==> config.mk <==
export PLATFORM = sky130hd
export DESIGN_NAME = mono_expand
export DESIGN_NICKNAME = d
export VERILOG_FILES = /design/src/rtl/mx_pkg.sv /design/src/rtl/mx_ctrl.sv /design/src/rtl/mx_wordbuf.sv /design/src/rtl/mx_colour.sv /design/src/rtl/mono_expand.sv
export SDC_FILE = /design/constraint.sdc
export NUM_CORES = 1
export LEC_CHECK = 0
export BUFFER_PORTS_ARGS = -buffer_cell sky130_fd_sc_hd__clkbuf_2
export CAP_MARGIN = 10
export CORE_ASPECT_RATIO = 0.9
export CORE_UTILIZATION = 47
export CTS_BUF_LIST = sky130_fd_sc_hd__clkbuf_2 sky130_fd_sc_hd__clkbuf_4 sky130_fd_sc_hd__clkbuf_8
export DETAILED_ROUTE_END_ITERATION = 7
export HOLD_SLACK_MARGIN = 0.1
export PLACE_DENSITY = 0.68
export SYNTH_ARGS = -nofsm -noshare
export SYNTH_HDL_FRONTEND = slang
export SYNTH_HIERARCHICAL = 1
export SYNTH_SLANG_ARGS = --single-unit
==> constraint.sdc <==
create_clock -name clk_i -period 5.3 [get_ports clk_i]
set_input_delay 1.06 -clock clk_i [delete_from_list [all_inputs] [get_ports clk_i]]
set_output_delay 1.06 -clock clk_i [all_outputs]
set_load 0.01 [all_outputs]
==> src/rtl/mx_pkg.sv <==
package mx_pkg;
  localparam logic [1:0] DEPTH_8  = 2'd0;
  localparam logic [1:0] DEPTH_16 = 2'd1;
  localparam int unsigned COLOR_W = 32;

  typedef enum logic [1:0] {ST_IDLE, ST_RUN, ST_DONE} mx_state_e;

  function automatic logic [COLOR_W-1:0] depth_mask(input logic [1:0] d);
    case (d)
      DEPTH_8:  return COLOR_W'(32'h0000_00FF);
      DEPTH_16: return COLOR_W'(32'h0000_FFFF);
      default:  return '1;
    endcase
  endfunction
endpackage

==> src/rtl/mx_ctrl.sv <==
module mx_ctrl
  import mx_pkg::*;
#(
  parameter int unsigned COORD_W = 12
) (
  input  logic               clk_i,
  input  logic               rst_ni,
  input  logic               start_i,
  input  logic [COORD_W-1:0] w_m1_i,
  input  logic [COORD_W-1:0] h_m1_i,
  input  logic               fire_i,
  output logic               launch_o,
  output logic               run_o,
  output logic               done_o,
  output logic [COORD_W-1:0] col_o,
  output logic               last_col_o,
  output logic               last_row_o
);
  mx_state_e           state_q;
  logic [COORD_W-1:0]  col_q, row_q;

  assign launch_o   = start_i && (state_q != ST_RUN);
  assign run_o      = (state_q == ST_RUN);
  assign done_o     = (state_q == ST_DONE);
  assign col_o      = col_q;
  assign last_col_o = (col_q == w_m1_i);
  assign last_row_o = (row_q == h_m1_i);

  always_ff @(posedge clk_i or negedge rst_ni) begin
    if (!rst_ni) begin
      state_q <= ST_IDLE;
      col_q   <= '0;
      row_q   <= '0;
    end else if (launch_o) begin
      state_q <= ST_RUN;
      col_q   <= '0;
      row_q   <= '0;
    end else if (run_o && fire_i) begin
      if (last_col_o) begin
        col_q <= '0;
        if (last_row_o) state_q <= ST_DONE;
        else            row_q   <= row_q + 1'b1;
      end else begin
        col_q <= col_q + 1'b1;
      end
    end
  end


  col_bound_chk: assert property (@(posedge clk_i) disable iff (!rst_ni)
    run_o |-> (col_q <= w_m1_i));

  row_bound_chk: assert property (@(posedge clk_i) disable iff (!rst_ni)
    run_o |-> (row_q <= h_m1_i));

  done_hold_chk: assert property (@(posedge clk_i) disable iff (!rst_ni)
    (done_o && !start_i) |=> done_o);
endmodule

==> src/rtl/mx_wordbuf.sv <==
module mx_wordbuf #(
  parameter int unsigned WORD_W = 32,
  parameter int unsigned IDX_W  = 11
) (
  input  logic              clk_i,
  input  logic              rst_ni,
  input  logic              clear_i,
  input  logic              en_i,
  input  logic [IDX_W-1:0]  need_idx_i,
  input  logic              src_valid_i,
  input  logic [WORD_W-1:0] src_data_i,
  output logic              src_ready_o,
  output logic              hit_o,
  output logic [WORD_W-1:0] word_o
);
  logic              have_q;
  logic [IDX_W-1:0]  idx_q, nxt_q;
  logic [WORD_W-1:0] word_q;

  assign hit_o       = have_q && (idx_q == need_idx_i);
  assign src_ready_o = en_i && !hit_o;
  assign word_o      = word_q;

  always_ff @(posedge clk_i or negedge rst_ni) begin
    if (!rst_ni) begin
      have_q <= 1'b0;
      idx_q  <= '0;
      nxt_q  <= '0;
      word_q <= '0;
    end else if (clear_i) begin
      have_q <= 1'b0;
      nxt_q  <= '0;
    end else if (src_valid_i && src_ready_o) begin
      word_q <= src_data_i;
      idx_q  <= nxt_q;
      nxt_q  <= nxt_q + 1'b1;
      have_q <= 1'b1;
    end
  end

  // words of a row are taken in order, never ahead of the pixel needing them
  fetch_order_chk: assert property (@(posedge clk_i) disable iff (!rst_ni)
    (en_i && have_q) |-> (idx_q <= need_idx_i));
endmodule

==> src/rtl/mx_colour.sv <==
module mx_colour
  import mx_pkg::*;
(
  input  logic               bit_i,
  input  logic [1:0]         depth_i,
  input  logic [COLOR_W-1:0] fg_i,
  input  logic [COLOR_W-1:0] bg_i,
  output logic [COLOR_W-1:0] pix_o
);
  assign pix_o = (bit_i ? fg_i : bg_i) & depth_mask(depth_i);
endmodule

==> src/rtl/mono_expand.sv <==
module mono_expand
  import mx_pkg::*;
#(
  parameter int unsigned COORD_W = 12,
  parameter int unsigned SKIP_W  = 15,
  parameter int unsigned WORD_W  = 32
) (
  input  logic               clk_i,
  input  logic               rst_ni,
  input  logic               start_i,
  input  logic [COORD_W-1:0] width_m1_i,
  input  logic [COORD_W-1:0] height_m1_i,
  input  logic [SKIP_W-1:0]  skip_i,
  input  logic [1:0]         depth_i,
  input  logic [31:0]        fg_i,
  input  logic [31:0]        bg_i,
  input  logic               src_valid_i,
  input  logic [WORD_W-1:0]  src_data_i,
  output logic               src_ready_o,
  output logic               pix_valid_o,
  output logic [31:0]        pix_data_o,
  input  logic               pix_ready_i,
  output logic               row_end_o,
  output logic               frame_end_o,
  output logic               done_o
);
  localparam int unsigned POS_W = ((SKIP_W > COORD_W) ? SKIP_W : COORD_W) + 1;
  localparam int unsigned LOG_W = $clog2(WORD_W);
  localparam int unsigned IDX_W = POS_W - LOG_W;

  logic [COORD_W-1:0] w_m1_q, h_m1_q, col;
  logic [SKIP_W-1:0]  skip_q;
  logic [1:0]         depth_q;
  logic [31:0]        fg_q, bg_q;
  logic               launch, run, fire, last_col, last_row, hit;
  logic [POS_W-1:0]   pos;
  logic [WORD_W-1:0]  word;

  always_ff @(posedge clk_i or negedge rst_ni) begin
    if (!rst_ni) begin
      w_m1_q  <= '0;
      h_m1_q  <= '0;
      skip_q  <= '0;
      depth_q <= '0;
      fg_q    <= '0;
      bg_q    <= '0;
    end else if (launch) begin
      w_m1_q  <= width_m1_i;
      h_m1_q  <= height_m1_i;
      skip_q  <= skip_i;
      depth_q <= depth_i;
      fg_q    <= fg_i;
      bg_q    <= bg_i;
    end
  end

  mx_ctrl #(.COORD_W(COORD_W)) ctrl_i (
    .clk_i, .rst_ni, .start_i,
    .w_m1_i(w_m1_q), .h_m1_i(h_m1_q), .fire_i(fire),
    .launch_o(launch), .run_o(run), .done_o(done_o), .col_o(col),
    .last_col_o(last_col), .last_row_o(last_row)
  );

  assign pos = POS_W'(skip_q) + POS_W'(col);

  mx_wordbuf #(.WORD_W(WORD_W), .IDX_W(IDX_W)) wbuf_i (
    .clk_i, .rst_ni,
    .clear_i(launch || (fire && last_col)), .en_i(run),
    .need_idx_i(pos[POS_W-1:LOG_W]),
    .src_valid_i, .src_data_i, .src_ready_o,
    .hit_o(hit), .word_o(word)
  );

  mx_colour colour_i (
    .bit_i(word[~pos[LOG_W-1:0]]), .depth_i(depth_q),
    .fg_i(fg_q), .bg_i(bg_q), .pix_o(pix_data_o)
  );

  assign pix_valid_o = run && hit;
  assign fire        = pix_valid_o && pix_ready_i;
  assign row_end_o   = pix_valid_o && last_col;
  assign frame_end_o = row_end_o && last_row;


  pix_hold_chk: assert property (@(posedge clk_i) disable iff (!rst_ni)
    (pix_valid_o && !pix_ready_i) |=> (pix_valid_o && $stable(pix_data_o) && $stable(row_end_o)));

  side_excl_chk: assert property (@(posedge clk_i) disable iff (!rst_ni)
    !(src_ready_o && pix_valid_o));

  frame_row_chk: assert property (@(posedge clk_i) disable iff (!rst_ni)
    frame_end_o |-> row_end_o);

  done_rise_chk: assert property (@(posedge clk_i) disable iff (!rst_ni)
    $rose(done_o) |-> $past(frame_end_o && pix_ready_i));

  idle_quiet_chk: assert property (@(posedge clk_i) disable iff (!rst_ni)
    !run |-> (!src_ready_o && !pix_valid_o));
endmodule

==> qor.csv <==
stage;metric;value;unit
synthesis;per-instance average area after synthesis;12.63;um2
synthesis;Synth warnings;6;
synthesis;synth unique cells;54;
floorplanning;initial core utilization;0.4781;
sta;Hold Vio Cnt, Final;0;
global_route;first-pass GRT wire length;31.66;mm
synthesis;Simple-Gate Fraction of Synth Area;0.09955;
sta;unrepaired setup endpoints after global routing;no;
synthesis;Post-Syn Area;0.009527;mm2
power_and_ir_drop;power consumption;3.693;mW
setup_path;Worst Reg2Reg Path Length in Cells;15;
sta;setup TNS after final layout;0;ns
setup_path;crit path launch type;flop;
layout;most frequent cells in the layout;dfrtp_1, clkbuf_2, mux2_2, mux2_4, nor2_1;
placement;IO buf count;178;
clock_network;Num CTS Buffers;17;
synthesis;Yosys top cell area share;0.4886;
sta;final setup violation count;0;
setup_path;WP data required;4.24;ns
clock_network;clock root buffer;clkbuf_8;
hold_path;Hold Startpoint;ctrl_i/row_q[11];
placement;pre-CTS setup slack;0.3015;ns
global_route;gr ovfl total;0;
routing;WL/cell;16.55;um
synthesis;Seq cells post-synth;186;
setup_path;flop2flop setup slack;0.57;ns
power_and_ir_drop;Leak;5.321;nW
floorplanning;FP Rows;49;
setup_path;critical path endpoint category;output pin;
setup_path;reg2reg start;ctrl_i/col_o[0];
floorplanning;I/O pin cnt;179;
synthesis;xor and xnor fraction of the mapped netlist area;0.04873;
run_status;violated checks;DRC;
routing;DR vias;6355;
setup_path;crit-path leading delay family;multiplexers;
layout;most common cell after layout, fill and taps aside;dfrtp_1;
synthesis;adder-cell area share of the yosys netlist;0.02180;
synthesis;Compound-Gate Fraction of Synth Area;0.05345;
routing;drt total wl;19.76;mm
synthesis;post-synthesis cell count;754;
placement;Area after DPL;0.01062;mm2
power_and_ir_drop;Power Dens Cells;335.0;mW/mm2
placement;post-DP HPWL;13.94;mm
setup_path;Worst Path Arrival;3.95;ns
synthesis;largest area contributor in the netlist;dfrtp_1;
setup_path;Reg-to-Reg End;ctrl_i/col_o[11];
clock_network;Post-CTS Setup Bufs;0;
routing;DRC;28;
setup_path;cell repeated most along the worst path;mux4_2;
sta;Max Freq;0.1997;GHz
setup_path;crit-path max cell delay;0.79;ns
sta;Rel. slew slack;0.4619;
global_route;initial antenna violation count;0;
sta;worst clock skew;0.01230;ns
synthesis;Synth Flop Type;dfrtp_1;
sta;Tightest Pin Transition;0.8071;ns
setup_path;crit-path cells;ha_1, inv_1, fa_1, mux4_2, mux4_2, mux2_2, buf_4, mux2_4, clkbuf_2;
hold_path;hold worst-path end;ctrl_i/row_q[11];
layout;Fillers;1702;
layout;ANT cells;0;
placement;placed cells;1162;
setup_path;Critical Path Slowest Stage Cell;fa_1;
placement;GPL Wtd Cong;0.8376;
global_route;largest net degree at the start of global routing;102;
floorplanning;Die Width;152.1;um
clock_network;H-tree depth;4;
setup_path;worst setup path class;flop to output pin;
layout;final instance area;0.01103;mm2
setup_path;Worst Path Buf+Inv;3;
synthesis;Post-synth EDFFs;0;
global_route;vias in the first global route;6096;
clock_network;CTS hold repair buffers;0;
sta;fin crit share;0.9450;
setup_path;critical path peak fanout;32;
layout;Nets;1084;
hold_path;HP Class;flop to flop;
synthesis;most area-consuming cells after synthesis;dfrtp_1, mux2_2, mux2_4;
floorplanning;Die ar.;0.02084;mm2
clock_network;CTS clk-pin slew, worst paths;0.09;ns
routing;Antenna Violating Nets Remaining;0;
global_route;Tot GR Track Use;0.1933;
run;Max-cap violations;0;
synthesis;sequential-to-total area share from yosys stat;0.4886;
floorplanning;Die Span Y;137.1;um
sta;Final min period;5.009;ns
run_status;status;finished with violations;
clock_network;CTS tree;built;
clock_network;worst-case clock buffer depth;2;
sta;final worst slack;0.2914;ns
hold_path;hold path depth;1;
power_and_ir_drop;Worst IR Drop VDD;0.1972;mV
synthesis;Post-Syn Nets;912;
synthesis;FFs w/ async S/R, synth;1.000;
synthesis;post-synthesis mux area share;0.2621;
layout;share of cells above drive strength 1;0.4207;
floorplanning;core box area;0.01993;mm2
routing;DR pass1 iterations;7;
clock_network;Sink Count;186;
routing;routed vias/inst;5.322;
clock_network;Skew-Pair Late Insertion Delay;0.46;ns
sta;final slew viol count;0;
synthesis;largest family of logic cells by synthesized area;multiplexers;
routing;Iter 0 DRT Violations;408;
layout;Final Non-Filler Cells;1194;
layout;Area Overhead vs Synth;15.73;%
where the power goes:
group / switching, mW / internal (mW) / total [mW] / leakage [nW]
Combinational: 0.447 / 0.529 / 0.975 / 2.82
Clock: 0.522 / 0.441 / 0.963 / 0.204
Sequential: 0.148 / 1.61 / 1.75 / 2.30
Total: 1.12 / 2.58 / 3.69 / 5.32
cell type report:
class	count	area [um2]	area share
clock buffer	19	255.2	0.02315
clock inverter	13	140.1	0.01271
inverter	11	43.79	0.003972
multi-input combinational	525	4648	0.4216
sequential	186	4654	0.4222
tap	255	319.1	0.02894
timing repair buffer	185	964.7	0.08749
routing by layer:
| metal | global-route usage | share of wire | wire [um] | vias to the layer above |
|---|---|---|---|---|
| met4 | 0.05896 | 0.010 | 203 | 0 |
| met3 | 0.03705 | 0.038 | 749 | 16 |
| met1 | 0.2700 | 0.47 | 9304 | 3153 |
| met2 | 0.3066 | 0.48 | 9501 | 109 |
| met5 | 0 | 0 | 0 | - |
| li1 | - | - | - | 3077 |
cells in the mapped netlist (4+ instances only):
master	number
o21ai_0	19
dfrtp_1	186
nor4_1	6
inv_1	10
nor2b_1	22
mux2_2	109
nand2b_1	7
nand4_1	17
mux4_2	10
nand2_1	30
and3_1	14
o31ai_1	4
a41o_1	5
xnor2_1	34
xor2_1	19
ha_1	15
mux2_4	48
nor2_1	38
or3_1	6
nor3_1	10
a21oi_1	23
a21o_1	8
buf_6	5
and2_1	4
nand3_1	14
mux2i_1	31
a31oi_1	6
clkbuf_1	18
logic make-up after synthesis:
group | after synthesis
xor gates and xnor gates | 53
adders and majority gates | 16
AOI/OAI and AO/OA | 78
buffers and inverters | 43
muxes | 199
and+or+nand+nor | 179
DFF | 186
sequential cells by signal, indices dropped and copies added, names as in the netlist:
signal	flops
wbuf_i/nxt_q	11
wbuf_i/have_q	1
fg_q	32
ctrl_i/state_q	2
h_m1_q	12
skip_q	15
bg_q	32
wbuf_i/word_o	32
wbuf_i/idx_q	11
w_m1_q	12
depth_q	2
ctrl_i/row_q	12
ctrl_i/col_o	12
worst reg2reg max path, delay by kind of cell, from the launching register on:
| family | cells | cell delay, ns |
|---|---|---|
| mux | 1 | 0.18 |
| xor+xnor | 1 | 0.22 |
| simple gates | 6 | 2.13 |
| fa+ha+maj | 2 | 0.60 |
| buf+inv | 1 | 0.05 |
| compound gates | 4 | 1.04 |
| flops | 1 | 0.46 |
metrics by stage:
step	utilization	hold WS, ns
floorplan	-	0.4646
global placement	0.5330	0.4799
detailed placement	0.5330	0.4864
CTS	0.5531	0.4978
global route	0.5533	0.5052
finish	0.5533	0.4912
repair_timing:
action                                  in CTS  in global routing
endpoints found under the setup margin       1                  1
gates resized for setup                      1                  2
pin swaps                                    0                  0
how the worst max path moves through the flow:
| stage | startpoint | endpoint | slack, ns | cells past startpoint |
|---|---|---|---|---|
| after global placement | ctrl_i/col_o[0] | ctrl_i/col_o[11] | 0.49 | 16 |
| after global routing | ctrl_i/col_o[0] | frame_end_o | 0.11 | 14 |
| after detailed placement | ctrl_i/col_o[0] | ctrl_i/col_o[11] | 0.30 | 16 |
| final | ctrl_i/col_o[0] | pix_data_o[1] | 0.29 | 9 |
| after CTS | ctrl_i/col_o[0] | frame_end_o | 0.09 | 13 |
| after floorplan | ctrl_i/col_o[0] | ctrl_i/col_o[11] | 0.95 | 16 |
No activity file was read; power rests on OpenSTA's default activity.
